File: src/rtl/pat_ser_pkg.sv
package pat_ser_pkg;
  typedef enum logic [1:0] {
    LANE1 = 2'b00,
    LANE2 = 2'b01,
    LANE4 = 2'b10
  } laneMode_t;

  typedef struct packed {
    logic load;
    logic shift;
  } serStrobe_t;
endpackage

File: src/rtl/pat_ser_ctrl.sv
module pat_ser_ctrl
  import pat_ser_pkg::*;
#(
  parameter int WORD_W       = 32,
  parameter int CNT_W        = 16,
  parameter int PULSE_CYCLES = 15
) (
  input  logic             clk,
  input  logic             rstN,
  input  logic             sampleTick,
  input  logic             startRun,
  input  logic [CNT_W-1:0] runLen,
  input  logic             modeWr,
  input  logic [1:0]       modeIn,
  input  logic             evEnable,
  input  logic             wordValid,
  input  logic             wordLast,
  output logic             wordReady,
  output laneMode_t        mode,
  output serStrobe_t       strobe,
  output logic             busy,
  output logic             evPulse,
  output logic             underflow
);
  localparam int SAMP_W  = $clog2(WORD_W + 1);
  localparam int PULSE_W = $clog2(PULSE_CYCLES + 1);
  localparam logic [SAMP_W-1:0] SPW1 = SAMP_W'(WORD_W);
  localparam logic [SAMP_W-1:0] SPW2 = SAMP_W'(WORD_W / 2);
  localparam logic [SAMP_W-1:0] SPW4 = SAMP_W'(WORD_W / 4);

  logic [SAMP_W-1:0]  samplesLeft;
  logic [CNT_W-1:0]   wordsLeft;
  logic               lastFlag;
  logic [PULSE_W-1:0] pulseCnt;
  logic [SAMP_W-1:0]  spw;
  logic               startAcc, modeAcc, needWord, finalSample;

  always_comb begin
    case (mode)
      LANE2:   spw = SPW2;
      LANE4:   spw = SPW4;
      default: spw = SPW1;
    endcase
  end

  assign startAcc     = startRun && !busy && (runLen != '0);
  assign modeAcc      = modeWr && !busy && (modeIn != 2'b11);
  assign needWord     = busy && (samplesLeft == '0);
  assign wordReady    = sampleTick && needWord;
  assign strobe.load  = wordReady && wordValid;
  assign strobe.shift = sampleTick && busy && (samplesLeft != '0);
  assign finalSample  = strobe.shift && (samplesLeft == SAMP_W'(1));
  assign evPulse      = (pulseCnt != '0);

  always_ff @(posedge clk or negedge rstN) begin
    if (!rstN) mode <= LANE1;
    else if (modeAcc) mode <= laneMode_t'(modeIn);
  end

  always_ff @(posedge clk or negedge rstN) begin
    if (!rstN) begin
      busy        <= 1'b0;
      wordsLeft   <= '0;
      samplesLeft <= '0;
      lastFlag    <= 1'b0;
      underflow   <= 1'b0;
    end else if (startAcc) begin
      busy        <= 1'b1;
      wordsLeft   <= runLen;
      samplesLeft <= '0;
      underflow   <= 1'b0;
    end else begin
      if (strobe.load) begin
        samplesLeft <= spw - SAMP_W'(1);
        wordsLeft   <= wordsLeft - CNT_W'(1);
        lastFlag    <= wordLast;
      end
      if (wordReady && !wordValid) underflow <= 1'b1;
      if (strobe.shift) begin
        samplesLeft <= samplesLeft - SAMP_W'(1);
        if (finalSample && (wordsLeft == '0)) busy <= 1'b0;
      end
    end
  end

  always_ff @(posedge clk or negedge rstN) begin
    if (!rstN) pulseCnt <= '0;
    else if (finalSample && lastFlag && evEnable) pulseCnt <= PULSE_W'(PULSE_CYCLES);
    else if (pulseCnt != '0) pulseCnt <= pulseCnt - PULSE_W'(1);
  end


  underflow_sticky_chk: assert property (@(posedge clk) disable iff (!rstN)
    underflow && !startAcc |=> underflow);

  mode_frozen_chk: assert property (@(posedge clk) disable iff (!rstN)
    busy |=> $stable(mode));

  event_enabled_chk: assert property (@(posedge clk) disable iff (!rstN)
    $rose(evPulse) |-> $past(evEnable));

  run_end_on_tick_chk: assert property (@(posedge clk) disable iff (!rstN)
    $fell(busy) |-> $past(sampleTick));
endmodule

File: src/rtl/pat_ser_datapath.sv
module pat_ser_datapath
  import pat_ser_pkg::*;
#(
  parameter int WORD_W = 32
) (
  input  logic              clk,
  input  logic              rstN,
  input  serStrobe_t        strobe,
  input  laneMode_t         mode,
  input  logic [WORD_W-1:0] wordData,
  output logic [3:0]        pinsOut
);
  localparam int N_LANE_MODES = 3;

  logic [WORD_W-1:0] shiftReg;
  logic [WORD_W-1:0] srcWord;
  logic [3:0]        lanePins [N_LANE_MODES];
  logic [WORD_W-1:0] laneRest [N_LANE_MODES];
  logic [3:0]        nextPins;
  logic [WORD_W-1:0] nextRest;

  assign srcWord = strobe.load ? wordData : shiftReg;

  for (genvar g = 0; g < N_LANE_MODES; g++) begin : gLane
    localparam int LW = 1 << g;
    assign lanePins[g] = 4'(srcWord[LW-1:0]);
    assign laneRest[g] = srcWord >> LW;
  end

  always_comb begin
    case (mode)
      LANE2:   begin nextPins = lanePins[1]; nextRest = laneRest[1]; end
      LANE4:   begin nextPins = lanePins[2]; nextRest = laneRest[2]; end
      default: begin nextPins = lanePins[0]; nextRest = laneRest[0]; end
    endcase
  end

  always_ff @(posedge clk or negedge rstN) begin
    if (!rstN) begin
      pinsOut  <= '0;
      shiftReg <= '0;
    end else if (strobe.load || strobe.shift) begin
      pinsOut  <= nextPins;
      shiftReg <= nextRest;
    end
  end


  one_pin_upper_low_chk: assert property (@(posedge clk) disable iff (!rstN)
    (strobe.load || strobe.shift) && (mode == LANE1) |=> (pinsOut[3:1] == 3'b000));

  two_pin_upper_low_chk: assert property (@(posedge clk) disable iff (!rstN)
    (strobe.load || strobe.shift) && (mode == LANE2) |=> (pinsOut[3:2] == 2'b00));
endmodule

File: src/rtl/pat_serializer.sv
module pat_serializer
  import pat_ser_pkg::*;
#(
  parameter int WORD_W       = 32,
  parameter int CNT_W        = 16,
  parameter int PULSE_CYCLES = 15
) (
  input  logic              clk,
  input  logic              rstN,
  input  logic              modeWr,
  input  logic [1:0]        modeIn,
  input  logic              evEnable,
  input  logic              startRun,
  input  logic [CNT_W-1:0]  runLen,
  input  logic              sampleTick,
  input  logic [WORD_W-1:0] wordData,
  input  logic              wordLast,
  input  logic              wordValid,
  output logic              wordReady,
  output logic [3:0]        pinsOut,
  output logic              busy,
  output logic              evPulse,
  output logic              underflow
);
  serStrobe_t strobe;
  laneMode_t  mode;

  pat_ser_ctrl #(.WORD_W(WORD_W), .CNT_W(CNT_W), .PULSE_CYCLES(PULSE_CYCLES)) uCtrl (
    .clk, .rstN, .sampleTick, .startRun, .runLen, .modeWr, .modeIn, .evEnable,
    .wordValid, .wordLast, .wordReady, .mode, .strobe, .busy, .evPulse, .underflow
  );

  pat_ser_datapath #(.WORD_W(WORD_W)) uData (
    .clk, .rstN, .strobe, .mode, .wordData, .pinsOut
  );


  pins_hold_chk: assert property (@(posedge clk) disable iff (!rstN)
    !sampleTick |=> $stable(pinsOut));
endmodule

File: config.mk
export PLATFORM = sky130hd
export DESIGN_NAME = pat_serializer
export DESIGN_NICKNAME = d
export VERILOG_FILES = /design/src/rtl/pat_ser_pkg.sv /design/src/rtl/pat_ser_ctrl.sv /design/src/rtl/pat_ser_datapath.sv /design/src/rtl/pat_serializer.sv
export SDC_FILE = /design/constraint.sdc
export NUM_CORES = 1
export LEC_CHECK = 0
export ABC_CLOCK_PERIOD_IN_PS = 4420
export BUFFER_PORTS_ARGS = -buffer_cell sky130_fd_sc_hd__buf_2
export CORE_ASPECT_RATIO = 1.25
export CORE_UTILIZATION = 45
export DETAILED_ROUTE_END_ITERATION = 6
export PLACE_DENSITY = 0.65
export SETUP_SLACK_MARGIN = 0.02
export SYNTH_ARGS = -nofsm -noshare
export SYNTH_HDL_FRONTEND = slang
export SYNTH_HIERARCHICAL = 1
export SYNTH_SLANG_ARGS = --single-unit
export TNS_END_PERCENT = 5
File: constraint.sdc
create_clock -name clk -period 4.42 [get_ports clk]
set_input_delay 0.442 -clock clk [delete_from_list [all_inputs] [get_ports clk]]
set_output_delay 0.442 -clock clk [all_outputs]
set_load 0.02 [all_outputs]
==> flow_metrics.tcl, run 1 <==
set metrics [dict create \
    gr-total-overflow 0 \
    period_share_pct 73.8 \
    route.vias.total 3969 \
    synth.ff_latch_count 66 \
    setup_viol 0 \
    clock_skew_ns 0.00973 \
    syn_nets 522 \
    internal_power_uw 2030 \
    r2r-end "uData/shiftReg[19]" \
    crit_path_end_kind "register" \
    dp_cells 615 \
    portBuffers 65 \
    vias_per_cell 6.29 \
    netlist_instances 454 \
    rows 40 \
    cts_resized 0 \
    netlist_area_um2 4590 \
    wirelength_mm 11.8 \
    max_freq_mhz 307 \
    worst-path-buf-inv 2 \
    fp.dieH_um 115 \
    drv_cap 0 \
    initial_core_util_pct 47.0 \
    rsz0062_at_grt "false" \
    final_cells 631 \
    cts_sinks 66 \
    drive_above_1_share_pct 31.1 \
    async_flop_share_pct 100 \
    post_cts_buffers 0 \
    setup_tns_ns 0 \
    r2r_start "uCtrl/samplesLeft[0]" \
    yosys-top-cells-area "dfrtp_1 (36%), a221oi_2 (9.2%), mux2_4 (8.8%)" \
    cp-start-kind "register" \
    cp_max_fo 39 \
    worst-r2r-cell-count 8 \
    p_leak_uw 0.00219 \
    antenna_found_initial 0 \
    required_ns 4.66 \
    design.portCount 66 \
    synth.distinct_cells 67 \
    worst-setup-path-type "register to register" \
    cts_htree_levels 3 \
    cpPeakStageDelay_ns 0.89 \
    power_density_nw_per_um2 661 \
    yosys.area.top_type_share_pct 36.0 \
    dieWidth_um 92.3 \
    max_slew_margin_pct 24.4 \
    switchingPower_uw 1420 \
    cp_data_arrival_time_ns 3.50 \
    synthFlopType "dfrtp_1" \
    p_clk_share_pct 20.1 \
    antenna_cells 0 \
    cts-root-buf "clkbuf_16" \
    drc_errors 0 \
    grtUsageTotal_pct 23.5 \
    status "finished clean" \
    ys_seq_area_share_pct 36.0 \
    grt_pass1_wl_mm 19.5 \
    yosys.area.top_type "dfrtp_1" \
    cp.depth 8 \
    period_minus_slack_ns 3.26 \
    avgSynthCellArea_um2 10.1 \
    wl_per_cell_um 18.8 \
    crit_chain "inv_1, ha_1, nor4b_1, a21oi_4, nor2b_2, buf_4, a22oi_1, o22ai_1" \
    p_sw_share_pct 41.2 \
    drv_slew 0 \
    synth_edf_count 0 \
    gp_congestion 0.867 \
    core_um2 9760 \
    path_clk_slew_ns 0.05 \
    ir_drop_mv 0.278 \
    drt_iter0_markers 210 \
    clk_latency_ns 0.34 \
    grt_pass1_vias 3982 \
    hold_path.class "primary input to async pin" \
    ant_nets 0 \
    drtPass1Iterations 5 \
    seq_power_share_pct 33.5 \
    cts_buffers 9 \
    clockBufferDepth 2 \
    area_growth_pct 13.9 \
    die_area_um2 10600 \
    yosysWarnings 6 \
    worstMarginPinSlew_ns 1.13 \
    hold_buffers 0 \
    combPwrFrac_pct 46.4 \
    finalHoldViolations 0 \
    reg2reg_setup_slack_ns 1.16 \
    fin_nets 568 \
    tritoncts "yes" \
    crit_family "compound AO/OA/AOI/OAI gates" \
    hpwl_mm 8.18 \
    grt_max_degree 45 \
    slowest_stage "a21oi_4" \
]
[sequential cells by signal, indices dropped and copies added (netlist names)]
name and flops:
uCtrl/mode 2, uData/pinsOut 4, uCtrl/samplesLeft 6, uData/shiftReg 31
uCtrl/wordsLeft 16, uCtrl/busy 1, uCtrl/underflow 1, uCtrl/pulseCnt 4
uCtrl/lastFlag 1
[through the flow]
step           util [%]  setup WS (ns)  total power (µW)  area, µm²  hold slack [ns]
2_1_floorplan         -           2.07              2390       4590            0.146
3_3_place_gp       50.6           1.26              2700       4940            0.452
3_5_place_dp       50.6           1.17              2750       4940            0.455
4_1_cts            53.5           1.17              3460       5220            0.295
5_1_grt            53.5          0.900              3690       5220            0.309
6_report           53.5           1.16              3450       5220            0.249
[cell usage in the layout, fill, tap and decap left out, types with 3 or more instances in the layout]
master     synthesis  layout
inv_1             18      18
nor4_1             3       3
buf_2             19      65
nand3_1           12      12
a221oi_2          28      28
ha_1              10       9
buf_4              4       7
nand2_1           33      33
o31ai_1            3       3
xnor2_1            3       3
nand2b_1           5       5
mux2_4            27      27
a32oi_1            4       4
a22oi_1           30      30
nor3_1            36      36
clkinv_2           0       3
clkbuf_16          0       9
dfrtp_1           66      66
o21ai_0            9       9
or4_1              5       5
o22ai_1           28      28
o211ai_1           3       3
o311ai_0           5       5
clkbuf_8           0       3
or3_1              3       3
nor2_1            17      16
mux2i_1            5       5
a21oi_1            8       7
[final cells by class]
class / instances / area (µm²)
inverter: 20 / 76.3
timing repair buffer: 72 / 378
clock inverter: 2 / 10.0
multi-input combinational: 331 / 2680
tap: 126 / 158
sequential: 66 / 1650
clock buffer: 14 / 274
fill: 934 / 4540
[metal layers]
metal | GRT usage [%] | up-vias | wire (µm)
met2 | 41.9 | 122 | 6180
met4 | 8.75 | 0 | 184
met3 | 4.83 | 13 | 502
met5 | 0 | - | 0
li1 | - | 1883 | -
met1 | 27.9 | 1951 | 4970
[power by group through the flow]
| stage | Combinational, µW | Clock [µW] | Sequential (µW) |
|---|---|---|---|
| after floorplan | 1290 | 0 | 1100 |
| final | 1600 | 692 | 1160 |
| after detailed placement | 1590 | 0 | 1160 |
| after CTS | 1600 | 706 | 1150 |
| after global placement | 1550 | 0 | 1150 |
| after global routing | 1770 | 730 | 1190 |
[synthesized netlist by cell type (3+ instances only)]
| cell | count |
|---|---|
| xnor2_1 | 3 |
| buf_4 | 4 |
| inv_1 | 18 |
| a22oi_1 | 30 |
| a221oi_2 | 28 |
| o211ai_1 | 3 |
| nor4_1 | 3 |
| mux2i_1 | 5 |
| a32oi_1 | 4 |
| nor2_1 | 17 |
| or4_1 | 5 |
| nand2b_1 | 5 |
| buf_6 | 5 |
| nor2b_1 | 4 |
| o31ai_1 | 3 |
| ha_1 | 10 |
| mux2_4 | 27 |
| clkbuf_1 | 8 |
| o21ai_0 | 9 |
| nor3_1 | 36 |
| o311ai_0 | 5 |
| nand3_1 | 12 |
| dfrtp_1 | 66 |
| a21oi_1 | 8 |
| or3_1 | 3 |
| nand2_1 | 33 |
| buf_2 | 19 |
| o22ai_1 | 28 |
[cells by family (layout without fill, tap and decap cells)]
kind of cell             Yosys count  in the layout  share of synthesized area [%]
flip-flops                        66             66                           36.0
adder cells (fa/ha/maj)           10             10                           2.73
XOR/XNOR                           3              3                          0.573
multiplexers                      36             36                           10.9
buffers and inverters             57            108                           6.33
AO/OA/AOI/OAI                    147            147                           28.1
AND/OR/NAND/NOR                  135            135                           15.3
[worst max-delay path by stage]
stage | end | slack [ns] | startpoint
after floorplan | uData/shiftReg[10] | 2.07 | uCtrl/samplesLeft[0]
after global placement | uData/shiftReg[15] | 1.26 | uCtrl/samplesLeft[0]
after detailed placement | uData/shiftReg[15] | 1.17 | uCtrl/samplesLeft[0]
after CTS | uData/shiftReg[19] | 1.17 | uCtrl/samplesLeft[0]
after global routing | uData/shiftReg[9] | 0.90 | uCtrl/samplesLeft[0]
final | uData/shiftReg[19] | 1.16 | uCtrl/samplesLeft[0]
(Power assumes the default switching activity.)
==> inputs of run 2 (changes only) <==
ABC_CLOCK_PERIOD_IN_PS = 3200   (was 4420)
clock period = 3.2 ns   (was 4.42 ns; I/O delays follow)
==> run 2 against run 1 <==
Utilization up 1.1 points. Clock-buffer cell count rose by 1. Critical path type unchanged. Total power up 42%. Setup slack worse by 0.75 ns. First-iteration DRC count grew 11%. Flip-flop and latch count stayed put. Via count up 2.0%. Register-to-register slack worse by 0.75 ns.
==> flow_metrics.tcl, run 2 (same netlist as run 1, synthesis figures left out) <==
set metrics [dict create \
    status "finished clean" \
    hold_path.class "primary input to async pin" \
    mostFrequentLayoutCells "dfrtp_1 (66), buf_2 (65), nor3_1 (36)" \
    required_ns 3.44 \
    clk_latency_ns 0.32 \
    crit_path_end_kind "register" \
    reg_top3 "uData/shiftReg x31, uCtrl/wordsLeft x16, uCtrl/samplesLeft x6" \
    drive_above_1_share_pct 32.0 \
    grt_max_degree 59 \
    cts_buffers 9 \
    setup_viol 0 \
    cts_htree_levels 3 \
    vias_per_cell 6.34 \
    fp.dieH_um 115 \
    r2r-end "uData/shiftReg[26]" \
    place_ws_ns 0.470 \
    finalHoldViolations 0 \
    worstMarginPinSlew_ns 1.30 \
    power_density_nw_per_um2 920 \
    hpwl_mm 8.18 \
    ir_drop_mv 0.373 \
    r2r_start "uCtrl/samplesLeft[0]" \
    rows 40 \
    drv_slew 0 \
    final_common_cell "dfrtp_1" \
    worst_slack_ns 0.406 \
    gr-total-overflow 0 \
    portBuffers 65 \
    max_freq_mhz 358 \
    worst-r2r-cell-count 8 \
    cts_sinks 66 \
    rsz0062_at_grt "false" \
    fillers 926 \
    drc_errors 0 \
    largest_register_ffs 31 \
    p_leak_uw 0.00224 \
    initial_core_util_pct 47.0 \
    antenna_cells 0 \
    die_area_um2 10600 \
    drtPass1Iterations 5 \
    gp_congestion 0.873 \
    antenna_found_initial 0 \
    area_growth_pct 16.3 \
    path_clk_slew_ns 0.06 \
    reg2reg_setup_slack_ns 0.41 \
    fin_util_pct 54.7 \
    cts_resized 0 \
    worst-setup-path-type "register to register" \
    ff_latch_area_um2 1650 \
    clock_skew_ns 0.00749 \
    period_share_pct 87.3 \
    tritoncts "yes" \
    fin_nets 575 \
    ant_nets 0 \
    cp_data_arrival_time_ns 3.03 \
    drv_cap 0 \
    wirelength_mm 12.1 \
    cts-root-buf "clkbuf_16" \
    design.portCount 66 \
    period_minus_slack_ns 2.79 \
    grt_pass1_wl_mm 19.6 \
    core_um2 9760 \
    grtUsageTotal_pct 23.2 \
    dieWidth_um 92.3 \
    cp_max_fo 27 \
    max_slew_margin_pct 13.1 \
    cp-start-kind "register" \
    route.vias.total 4048 \
    setup_tns_ns 0 \
    drt_iter0_markers 234 \
    top_register "uData/shiftReg" \
    wl_per_cell_um 18.9 \
    multi_input_area_um2 2680 \
    hold_buffers 0 \
    post_cts_buffers 0 \
    clockBufferDepth 2 \
    grt_pass1_vias 3932 \
]
[run 2: changes by cell type in the layout (fill, tap and decap cells not counted), sizes merged]
| cell | change |
|---|---|
| buf | +7 |
| clkinv | -2 |
| bufinv | +1 |
| clkbuf | +1 |
[run 2: metal layers]
layer | vias to the layer above | track usage [%] | routed length (µm)
li1 | 1893 | - | -
met1 | 1992 | 29.8 | 5210
met2 | 149 | 39.8 | 6030
met3 | 14 | 3.24 | 674
met4 | 0 | 8.85 | 161
met5 | - | 0 | 0
[run 2: area by class of cell]
type / count / area share [%]
flip-flops and latches: 66 / 31.0
clock inverters: 1 / 0.563
well taps: 126 / 2.96
repair buffers: 79 / 8.54
multi-input cells: 331 / 50.2
inverters: 20 / 1.43
clock buffers: 15 / 5.40
[run 2: worst max path at each step]
stage / slack [ns] / to / cells past startpoint / startpoint
2_1_floorplan: 0.85 / uData/shiftReg[10] / 10 / uCtrl/samplesLeft[0]
3_3_place_gp: 0.54 / uData/shiftReg[25] / 8 / uCtrl/samplesLeft[0]
3_5_place_dp: 0.47 / uData/shiftReg[0] / 8 / uCtrl/samplesLeft[0]
4_1_cts: 0.46 / uData/shiftReg[16] / 8 / uCtrl/samplesLeft[0]
5_1_grt: 0.20 / uData/shiftReg[20] / 8 / uCtrl/samplesLeft[0]
6_report: 0.41 / uData/shiftReg[26] / 8 / uCtrl/samplesLeft[0]
[run 2: critical path, stage by stage, from the launching register on]
cell,delay (ns)
dfrtp_1,0.39
inv_1,0.10
ha_1,0.27
nor4b_1,0.17
buf_4,0.16
a21oi_4,0.16
nor2b_2,1.04
a22oi_1,0.17
o22ai_1,0.24
[run 2: where the power goes]
group | switching, µW | total, µW | internal, µW
registers | 384 | 1610 | 1220
logic | 1240 | 2270 | 1030
clock network | 342 | 1030 | 689
total | 1970 | 4910 | 2940
[run 2: metrics by stage]
step	cell area (µm²)	hold slack [ns]	power, µW	instances
global placement	5020	0.449	3760	622
global route	5330	0.208	5210	638
floorplan	4590	0.0244	3300	454
CTS	5330	0.160	4900	638
finish	5330	0.128	4910	638
detailed placement	5020	0.456	3840	622
==> inputs of run 3 (changes only) <==
CELL_PAD_IN_SITES_DETAIL_PLACEMENT = 2   (was unset)
CELL_PAD_IN_SITES_GLOBAL_PLACEMENT = 2   (was unset)
CORE_UTILIZATION = 37   (was 45)
PLACE_DENSITY = unset   (was 0.65)
PLACE_DENSITY_LB_ADDON = 0.1   (was unset)
==> run 3 against run 2 <==
Sequential share of layout area is 0.26 points lower. Clock skew is 0.0017 ns lower. Register-to-register slack better by 0.03 ns. Critical path type unchanged. Critical endpoint is now uData/shiftReg[6]. Largest power group unchanged.
==> flow_metrics.tcl, run 3 (same netlist as run 1, synthesis figures left out) <==
set metrics [dict create \
    status "finished clean" \
    final_common_cell "dfrtp_1" \
    wirelength_mm 14.9 \
    dpl_cell_area_um2 5090 \
    clk_latency_ns 0.33 \
    rows 45 \
    rsz0062_at_grt "false" \
    gr-total-overflow 0 \
    fp.dieH_um 126 \
    max_slew_margin_pct 41.9 \
    drc_errors 0 \
    wl_per_cell_um 22.0 \
    grt_pass1_wl_mm 24.4 \
    cts_resized 0 \
    p_clk_share_pct 19.6 \
    p_sw_share_pct 42.4 \
    power_density_nw_per_um2 927 \
    reg_top3 "uData/shiftReg x31, uCtrl/wordsLeft x16, uCtrl/samplesLeft x6" \
    ant_nets 0 \
    reg2reg_setup_slack_ns 0.44 \
    clock_skew_ns 0.00580 \
    grtUsageTotal_pct 24.5 \
    worstMarginPinSlew_ns 0.868 \
    area_growth_pct 17.3 \
    route.vias.total 4084 \
    vias_per_cell 6.05 \
    antenna_found_initial 0 \
    finalHoldViolations 0 \
    antenna_cells 0 \
    required_ns 3.38 \
    post_cts_buffers 0 \
    internal_power_uw 2870 \
    hpwl_mm 10.5 \
    cp_data_arrival_time_ns 2.94 \
    setup_tns_ns 0 \
    core_um2 12100 \
    final_area_um2 5380 \
    crit_path_end_kind "register" \
    combPwrFrac_pct 47.9 \
    initial_core_util_pct 37.9 \
    die_area_um2 12800 \
    ir_drop_mv 0.311 \
    cp-start-kind "register" \
    cp_max_fo 43 \
    worst_slack_ns 0.437 \
    switchingPower_uw 2120 \
    hold_path.class "primary input to async pin" \
    gp_congestion 0.822 \
    cts_htree_levels 3 \
    drtPass1Iterations 4 \
    fin_nets 575 \
    cts_buffers 9 \
    cts_sinks 66 \
    drv_slew 0 \
    place_ws_ns 0.467 \
    seq_power_share_pct 32.5 \
    drv_cap 0 \
    max_freq_mhz 362 \
    period_minus_slack_ns 2.76 \
    period_share_pct 86.3 \
    drt_iter0_markers 114 \
    hold_buffers 0 \
    p_leak_uw 0.00224 \
    grt_max_degree 48 \
    fillers 1320 \
    clockBufferDepth 2 \
    portBuffers 65 \
    setup_viol 0 \
    grt_pass1_vias 4520 \
    dieWidth_um 102 \
    mostFrequentLayoutCells "dfrtp_1 (66), buf_2 (65), nor3_1 (36)" \
    tritoncts "yes" \
    top_register "uData/shiftReg" \
    path_clk_slew_ns 0.05 \
    worst-setup-path-type "register to register" \
    drive_above_1_share_pct 32.3 \
    fin_util_pct 44.4 \
    whs_ns 0.0908 \
    design.portCount 66 \
    largest_register_ffs 31 \
    cts-root-buf "clkbuf_16" \
]
[run 3: changes by cell type in the layout (fill, tap and decap cells not counted)]
cell,delta
buf_12,+2
bufinv_16,-1
buf_4,-2
clkbuf_1,-2
clkinv_2,+2
[run 3: power groups by stage]
stage | registers [µW] | logic [µW] | clock network (µW)
after floorplan | 1520 | 1780 | 0
after global placement | 1590 | 2270 | 0
after detailed placement | 1620 | 2370 | 0
after CTS | 1620 | 2400 | 1000
after global routing | 1680 | 2600 | 1040
final | 1620 | 2390 | 978
[run 3: through the flow]
stage / std cells / power, µW
CTS: 675 / 5020
global route: 675 / 5320
finish: 675 / 4990
global placement: 660 / 3860
floorplan: 454 / 3300
detailed placement: 660 / 3990
[run 3: critical path: stages (launching register included)]
cell and delay, ns:
dfrtp_1 0.43, inv_1 0.12, ha_1 0.28, nand3b_1 0.11, or3_1 0.38, clkinv_2 0.23
buf_12 0.28, mux2_4 0.36, a221oi_2 0.29, o22ai_1 0.12
[run 3: layer usage]
layer / up-vias / global-route usage [%] / wire, µm / share of wire, %
met5: - / 0 / 0 / 0
li1: 1885 / - / - / -
met1: 2122 / 29.4 / 6340 / 43
met4: 0 / 6.05 / 158 / 1.1
met3: 11 / 3.53 / 377 / 2.5
met2: 66 / 45.1 / 7980 / 54
[run 3: area by class of cell]
class	count	area, µm²	area share, %
well taps	164	205	3.81
clock buffers	13	280	5.21
flip-flops and latches	66	1650	30.7
inverters	20	76.3	1.42
repair buffers	79	480	8.93
clock inverters	2	10.0	0.186
multi-input cells	331	2680	49.7
[run 3: worst paths after layout]
check / end / startpoint / cells after the start
max in group asynchronous: uData/pinsOut[3] / rstN / 2
max: uData/shiftReg[6] / uCtrl/samplesLeft[0] / 9
max reg2reg: uData/shiftReg[6] / uCtrl/samplesLeft[0] / 9
min: uData/shiftReg[13] / rstN / 1
min reg2reg: uCtrl/lastFlag / uCtrl/lastFlag / 2
min in group clk: uCtrl/lastFlag / wordLast / 3
